## config.mk

```make
export PLATFORM = sky130hd
export DESIGN_NAME = hash_guard_unit
export DESIGN_NICKNAME = d
export VERILOG_FILES = /design/src/rtl/hash_guard_unit.sv
export SDC_FILE = /design/constraint.sdc
export NUM_CORES = 1
export LEC_CHECK = 0
export ABC_AREA = 0
export BUFFER_PORTS_ARGS = -buffer_cell sky130_fd_sc_hd__buf_2
export CORE_AREA = 2 2 266 268
export CTS_CLUSTER_DIAMETER = 120
export DETAILED_ROUTE_END_ITERATION = 8
export DIE_AREA = 0 0 268 270
export PLACE_DENSITY = 0.48
export SYNTH_ARGS = -nofsm -noshare
export SYNTH_HDL_FRONTEND = slang
export SYNTH_SLANG_ARGS = --single-unit
```

## constraint.sdc

```tcl
create_clock -name clk -period 6.7 [get_ports clk]
set_clock_uncertainty 0.1 [all_clocks]
set_input_delay 1.34 -clock clk [delete_from_list [all_inputs] [get_ports clk]]
set_output_delay 1.34 -clock clk [all_outputs]
set_load 0.02 [all_outputs]
```

## src/rtl/hash_guard_unit.sv

```systemverilog
module hash_guard_unit #(
  parameter int XLEN = 64
) (
  input  logic            clk,
  input  logic            rst_n,
  input  logic            start,
  input  logic [31:0]     instr,
  input  logic            isa_v31,
  input  logic [XLEN-1:0] ra_val,
  input  logic [XLEN-1:0] rb_val,
  input  logic [63:0]     hkey,
  output logic            busy,
  output logic            done,
  output logic            illegal,
  output logic            trap,
  output logic            hash_req,
  output logic [XLEN-1:0] hash_a,
  output logic [XLEN-1:0] hash_b,
  output logic [63:0]     hash_key,
  input  logic            hash_ack,
  input  logic [63:0]     hash_digest,
  output logic            mem_req,
  output logic            mem_we,
  output logic [XLEN-1:0] mem_addr,
  output logic [63:0]     mem_wdata,
  input  logic            mem_ack,
  input  logic [63:0]     mem_rdata
);
  localparam logic [5:0] OPC     = 6'b011111;
  localparam logic [9:0] XO_ST   = 10'b1011010010;
  localparam logic [9:0] XO_CHK  = 10'b1011110010;
  localparam int         DISP_HI = XLEN - 9;

  typedef enum logic [1:0] {S_IDLE, S_HASH, S_MEM} state_t;

  state_t          st;
  logic            chk_q;
  logic [XLEN-1:0] ea_q, a_q, b_q;
  logic [63:0]     key_q, dig_q;

  wire             opc_ok  = instr[31:26] == OPC;
  wire             is_st   = opc_ok && instr[10:1] == XO_ST;
  wire             is_chk  = opc_ok && instr[10:1] == XO_CHK;
  wire             is_op   = is_st || is_chk;
  wire [4:0]       ra_fld  = instr[20:16];
  wire [5:0]       dx      = {instr[0], instr[25:21]};
  wire [XLEN-1:0]  disp    = {{DISP_HI{1'b1}}, dx, 3'b000};

  always_ff @(posedge clk) begin
    if (!rst_n) begin
      st      <= S_IDLE;
      done    <= 1'b0;
      illegal <= 1'b0;
      trap    <= 1'b0;
      chk_q   <= 1'b0;
      ea_q    <= '0;
      a_q     <= '0;
      b_q     <= '0;
      key_q   <= '0;
      dig_q   <= '0;
    end else begin
      done    <= 1'b0;
      illegal <= 1'b0;
      trap    <= 1'b0;
      unique case (st)
        S_IDLE: if (start && is_op) begin
          if (!isa_v31) begin
            done <= 1'b1;
          end else if (ra_fld == 5'd0) begin
            done    <= 1'b1;
            illegal <= 1'b1;
          end else begin
            st    <= S_HASH;
            chk_q <= is_chk;
            ea_q  <= ra_val + disp;
            a_q   <= ra_val;
            b_q   <= rb_val;
            key_q <= hkey;
          end
        end
        S_HASH: if (hash_ack) begin
          dig_q <= hash_digest;
          st    <= S_MEM;
        end
        S_MEM: if (mem_ack) begin
          done <= 1'b1;
          trap <= chk_q && (mem_rdata != dig_q);
          st   <= S_IDLE;
        end
        default: st <= S_IDLE;
      endcase
    end
  end

  assign busy      = st != S_IDLE;
  assign hash_req  = st == S_HASH;
  assign hash_a    = a_q;
  assign hash_b    = b_q;
  assign hash_key  = key_q;
  assign mem_req   = st == S_MEM;
  assign mem_we    = (st == S_MEM) && !chk_q;
  assign mem_addr  = ea_q;
  assign mem_wdata = dig_q;
endmodule

```

; Word-level counts from Yosys, hierarchy flattened
; Cells that the tools add are included.
[word_totals]
register_bits = 326
in_bits = 358
output_inout_bits = 327
word_cells = 49
[op_classes]
add_sub_neg = 1
n_eq_ne = 11
n_mux = 11
n_bitwise = 1
reduce_logical = 15
[ops]
columns = op, n
row1 = $add 64x64->64, 1
row2 = $ne 64x64->1, 1
row3 = $eq 10x10->1 const B, 2
row4 = $mux 2, 5
row5 = $reduce_and 4->1, 2
row6 = $eq 6x5->1 const B, 1
row7 = $ne 2x2->1 const B, 3
row8 = $pmux 2 s3, 1
row9 = $logic_and 1x1->1, 5
row10 = $logic_not 5->1, 1
row11 = $reduce_and 5->1, 1
row12 = $mux 1, 4
row13 = $ne 2x1->1 const B, 2
row14 = $reduce_and 3->1, 1
row15 = $eq 2x1->1 const B, 1
row16 = $eq 2x2->1 const B, 1
row17 = $logic_not 2->1, 1
row18 = $pmux 1 s2, 1
row19 = $reduce_and 2->1, 1
row20 = $reduce_bool 2->1, 1
row21 = $logic_not 1->1, 1
row22 = $logic_or 1x1->1, 1
row23 = $not 1->1, 1

; Logic depth before layout (Yosys ltp)
[depth]
ltp_word = 6
depth_mapped = 9
ltp_nobuf = 8

; Worst setup path before layout
; OpenSTA, ideal clock, no wires.
[synth_timing]
path_kind = input port to flip-flop
from = in instr[21]
to = reg ea_q[31] (netlist: mem_addr[31])
t_arrival_ns = 3.334
required_ns = 6.526
setup_slack_ns = 3.192
stages = 9
n_path_buf = 1
path_cell_list = ha_1 -> fa_1 -> a21oi_1 -> o22a_1 -> and3_1 -> clkbuf_1 -> nand2_1 -> or3_2 -> a31oi_1
[synth_between]
elab_chain_cells = 1
[synth_lines]
columns = element, line
row1 = from (decl), 7  ; input logic [31:0] instr,
row2 = $add 64x64->64, 75  ; ea_q <= ra_val + disp;
row3 = to (signal assigned), 75
row4 = to (decl), 38  ; logic [XLEN-1:0] ea_q, a_q, b_q;
; Every way passes these cells.
; A chain may end at the register's enable or synchronous reset.

; Final worst setup path
[layout_timing]
from = in ra_val[3]
to = reg ea_q[63] (netlist: mem_addr[63])
[layout_between]
elab_chain_cells = 1
[layout_lines]
columns = element, line
row1 = from (decl), 9  ; input logic [XLEN-1:0] ra_val,
row2 = $add 64x64->64, 75
; Every way passes these cells.

==> Flow_metrics.wiki <==
{| class="wikitable"
! Metric !! Value
|-
| Outcome || finished, final reports clean
|-
| Number of failing hold endpoints at the final stage || 0
|-
| # IOs || 685
|-
| Worst setup path class || in2reg
|-
| Post-route setup TNS || 0 ns
|-
| Post-Syn Instances || 1651
|-
| Largest net degree at the start of global routing || 187
|-
| Clock transition time at the flip-flop clock pins of the worst setup and hold paths || 0.06 ns
|-
| Synthesis warning total || 0
|-
| Antenna violations before repair || 13
|-
| Post-Synth Adder-Cell Area || 0.007275
|-
| Wire length on met2 || 27000 um
|-
| Total of flip-flops plus latches after synthesis || 323
|-
| Total area of multi-input combinational cells || 0.006141 mm2
|-
| Total wirelength of the detailed-routed design || 57230 um
|-
| Worst vdd rail ir drop || 0.0001504 V
|-
| Share of flip-flops with an asynchronous set or reset after synthesis || 0
|-
| Clk root buf || sky130_fd_sc_hd__clkbuf_16
|-
| Total global routing track utilization || 0.1501
|-
| Number of clock sinks seen by CTS || 323
|-
| Register Area || 0.006466 mm2
|-
| Chip Width || 268 um
|-
| Initial standard-cell utilization of the core || 0.1880
|-
| Antenna viol nets, final || 0
|-
| Category of the worst setup path launch point || input pin
|-
| Full die area || 0.07236 mm2
|-
| Worst rel slew slack || 0.3067
|-
| Sequential-to-total area share from yosys stat || 0.4947
|-
| Avg Inst Size Synth || 7.917 um2
|-
| Number of cell instances on the worst register-to-register path || 6
|-
| Netlist cell types || 51
|-
| Class of the tightest hold or removal check || reg2reg
|-
| Cell area after placement || 0.01734 mm2
|-
| Total via count in the routed design || 13.70k
|-
| Most common library cell in the layout ignoring fill and taps || sky130_fd_sc_hd__buf_2
|-
| Global-route wire length before repair || 82930 um
|-
| GR Overflow Total || 0
|-
| Critical path capture point type || flip-flop
|-
| Starting DRC count in detailed routing || 833
|-
| Area growth from synthesis to final layout || 42.45%
|-
| End point of the most critical hold path || hash_a[4]$_SDFFE_PN0P_
|-
| Number of port buffers || 679
|-
| Final design utilization || 0.2678
|-
| Post-synthesis simple-gate area fraction || 0.2363
|-
| Vias/cell || 4.221
|-
| Post-layout min period || 3.659 ns
|-
| Power density relative to cell area || 231.3 mW/mm2
|-
| RSZ-0062 raised after global routing || no
|-
| Setup violators final || 0
|-
| Maximum level of the CTS H-tree || 2
|-
| Highest net fanout along the worst path || 10
|-
| Maximum buffer depth of the clock tree || 3
|-
| Top routing layer in use || met5
|-
| First-pass DRT Iterations || 4
|-
| Required time worst endpoint || 7.04 ns
|-
| Syn Nets || 2016
|-
| Finished Cell Area || 0.01862 mm2
|-
| Post-detailed-placement half-perimeter wirelength || 42550 um
|-
| Data arrival at the endpoint of the critical path || 4.00 ns
|-
| Share of the clock period used by the worst path after layout || 0.5461
|-
| Sum of met3 wire segment lengths after detailed routing || 5135 um
|-
| Routed length per instance || 17.63 um
|-
| Setup slack, reg-to-reg || 4.27 ns
|-
| Non-filler cells in the finished layout || 3246
|-
| Reg-to-reg critical path startpoint || st[1]$_SDFFE_PN0P_
|-
| Final-report max-slew violation count || 0
|-
| Compound-cell area share of the yosys netlist || 0.1517
|-
| Hold Startpoint || hash_a[4]$_SDFFE_PN0P_
|-
| Fraction of final layout cells with drive strength greater than 1 || 0.3362
|-
| Max-capacitance violation count || 0
|-
| Cells after DPL || 3169
|-
| Insertion delay to the later sink of the worst-skew pair || 0.55 ns
|-
| Post-CTS Hold Buffers || 0
|-
| Number of flops mapped to enable cells by yosys || 0
|-
| Clock tree from TritonCTS || built
|-
| Weighted congestion reported at the end of routability-driven placement || 0.8002
|-
| Floorplan row count || 97
|-
| Via count of the first global-routing pass || 13.21k
|-
| Final routed DRC violation total || 0
|-
| Core Region || 0.06954 mm2
|-
| Final layout net count || 2636
|-
| Die extent in y || 270 um
|-
| Post-CTS repair timing setup buffer count || 0
|-
| Routed length on met1 || 23390 um
|-
| Filler cell count in the final layout || 7771
|-
| Most used flip-flop cell after synthesis || sky130_fd_sc_hd__dfxtp_1
|-
| Fraction of synthesized cell area in xor and xnor cells || 0.07237
|-
| End of the worst register-to-register path || hash_b[54]$_SDFFE_PN0P_
|-
| WHS Path Cells || 2
|-
| Static Leakage || 0.007988 uW
|-
| F_max || 273.3 MHz
|-
| Dominant combinational cell family by area after synthesis || simple AND/OR/NAND/NOR gates
|-
| Post-cts gate resize count || 0
|-
| Multiplexer share of the synthesized area || 0
|-
| Synth Cell Area || 0.01307 mm2
|-
| Transition time at the pin with the least slew margin || 1.040 ns
|-
| TritonCTS buffer count || 40
|-
| Most frequent cells in the layout || 679 x sky130_fd_sc_hd__buf_2, 539 x sky130_fd_sc_hd__nand2_1, 323 x sky130_fd_sc_hd__dfxtp_1
|}
-- stage by stage --
step | hold WS [ns] | total power [uW] | worst slack, ns
after global routing | 0.3610 | 4485 | 2.945
after detailed placement | 0.3410 | 2220 | 2.517
after CTS | 0.3483 | 4383 | 3.135
final | 0.3455 | 4306 | 3.041
after global placement | 0.3361 | 2219 | 2.536
after floorplan | 0.3384 | 2047 | 3.192
-- report_power, final --
| group | internal [uW] | total [uW] | switching, uW |
|---|---|---|---|
| logic | 110 | 257 | 147 |
| clock network | 1250 | 2130 | 880 |
| registers | 1920 | 1920 | 0.00795 |
-- cell type report --
type	instances	share of cell area
Sequential cell	323	0.3473
Multi-Input combinational cell	1210	0.3298
Timing Repair Buffer	691	0.1894
Tap cell	940	0.06316
Clock buffer	58	0.06283
Clock inverter	12	0.005241
Inverter	5	0.001411
Antenna cell	7	0.0009407
-- worst max-delay path by stage --
stage / start / to / slack [ns] / cells past startpoint
global route: instr[21] / mem_addr[63]$_SDFFE_PN0P_ / 2.95 / 9
CTS: ra_val[3] / mem_addr[63]$_SDFFE_PN0P_ / 3.13 / 9
global placement: ra_val[3] / mem_addr[63]$_SDFFE_PN0P_ / 2.54 / 9
floorplan: instr[21] / mem_addr[31]$_SDFFE_PN0P_ / 3.19 / 9
finish: ra_val[3] / mem_addr[63]$_SDFFE_PN0P_ / 3.04 / 9
detailed placement: ra_val[3] / mem_addr[63]$_SDFFE_PN0P_ / 2.52 / 9
-- critical path, cell delays in order --
cell and delay [ns]:
sky130_fd_sc_hd__buf_2 0.11, sky130_fd_sc_hd__ha_1 0.20, sky130_fd_sc_hd__fa_1 0.43, sky130_fd_sc_hd__a21oi_1 0.30, sky130_fd_sc_hd__o22a_1 0.42, sky130_fd_sc_hd__nand3_2 0.32, sky130_fd_sc_hd__nor4b_2 0.55, sky130_fd_sc_hd__and4_1 0.26
sky130_fd_sc_hd__nor3_1 0.04
-- Yosys cell counts, types with 6 or more instances --
master                       n  area share
sky130_fd_sc_hd__ha_1        6      0.0057
sky130_fd_sc_hd__or3_2       6      0.0034
sky130_fd_sc_hd__a31oi_1     8      0.0038
sky130_fd_sc_hd__nor4_1     33       0.016
sky130_fd_sc_hd__nand3_1     7      0.0027
sky130_fd_sc_hd__nand4_1    14      0.0067
sky130_fd_sc_hd__buf_1       8      0.0023
sky130_fd_sc_hd__xor2_1     70       0.047
sky130_fd_sc_hd__o21ai_0    52       0.020
sky130_fd_sc_hd__buf_2      10      0.0038
sky130_fd_sc_hd__nor3_1     24      0.0092
sky130_fd_sc_hd__a211oi_1   14      0.0080
sky130_fd_sc_hd__or4_1       7      0.0040
sky130_fd_sc_hd__or3_1       8      0.0038
sky130_fd_sc_hd__nor2_1     34      0.0098
sky130_fd_sc_hd__clkbuf_1   89       0.026
sky130_fd_sc_hd__dfxtp_1   323        0.49
sky130_fd_sc_hd__nand2_1   540        0.16
sky130_fd_sc_hd__a21oi_1   301        0.12
sky130_fd_sc_hd__xnor2_1    38       0.025
-- flip-flops by register name, indices dropped and copies added, names as in the netlist --
name and flops:
done 1, hash_a 61, mem_wdata 64, hash_key 64, hash_b 64, mem_addr 64, chk_q 1, st 2
illegal 1, trap 1
-- kinds of logic (layout without fill, tap and decap cells) --
| group | after synthesis | in the layout |
|---|---|---|
| and+or+nand+nor | 712 | 712 |
| AOI/OAI and AO/OA | 383 | 383 |
| DFF | 323 | 323 |
| xor gates and xnor gates | 108 | 108 |
| buffers and inverters | 118 | 766 |
| adders and majority gates | 7 | 7 |
| other | 0 | 7 |
-- per-layer routing --
layer  vias up  track usage
li1       6780            -
met1      6267       0.1804
met2       562       0.2507
met3        91      0.04513
met4         2      0.05601
met5         -            0
Note: power is estimated with default switching activity, not from simulation.
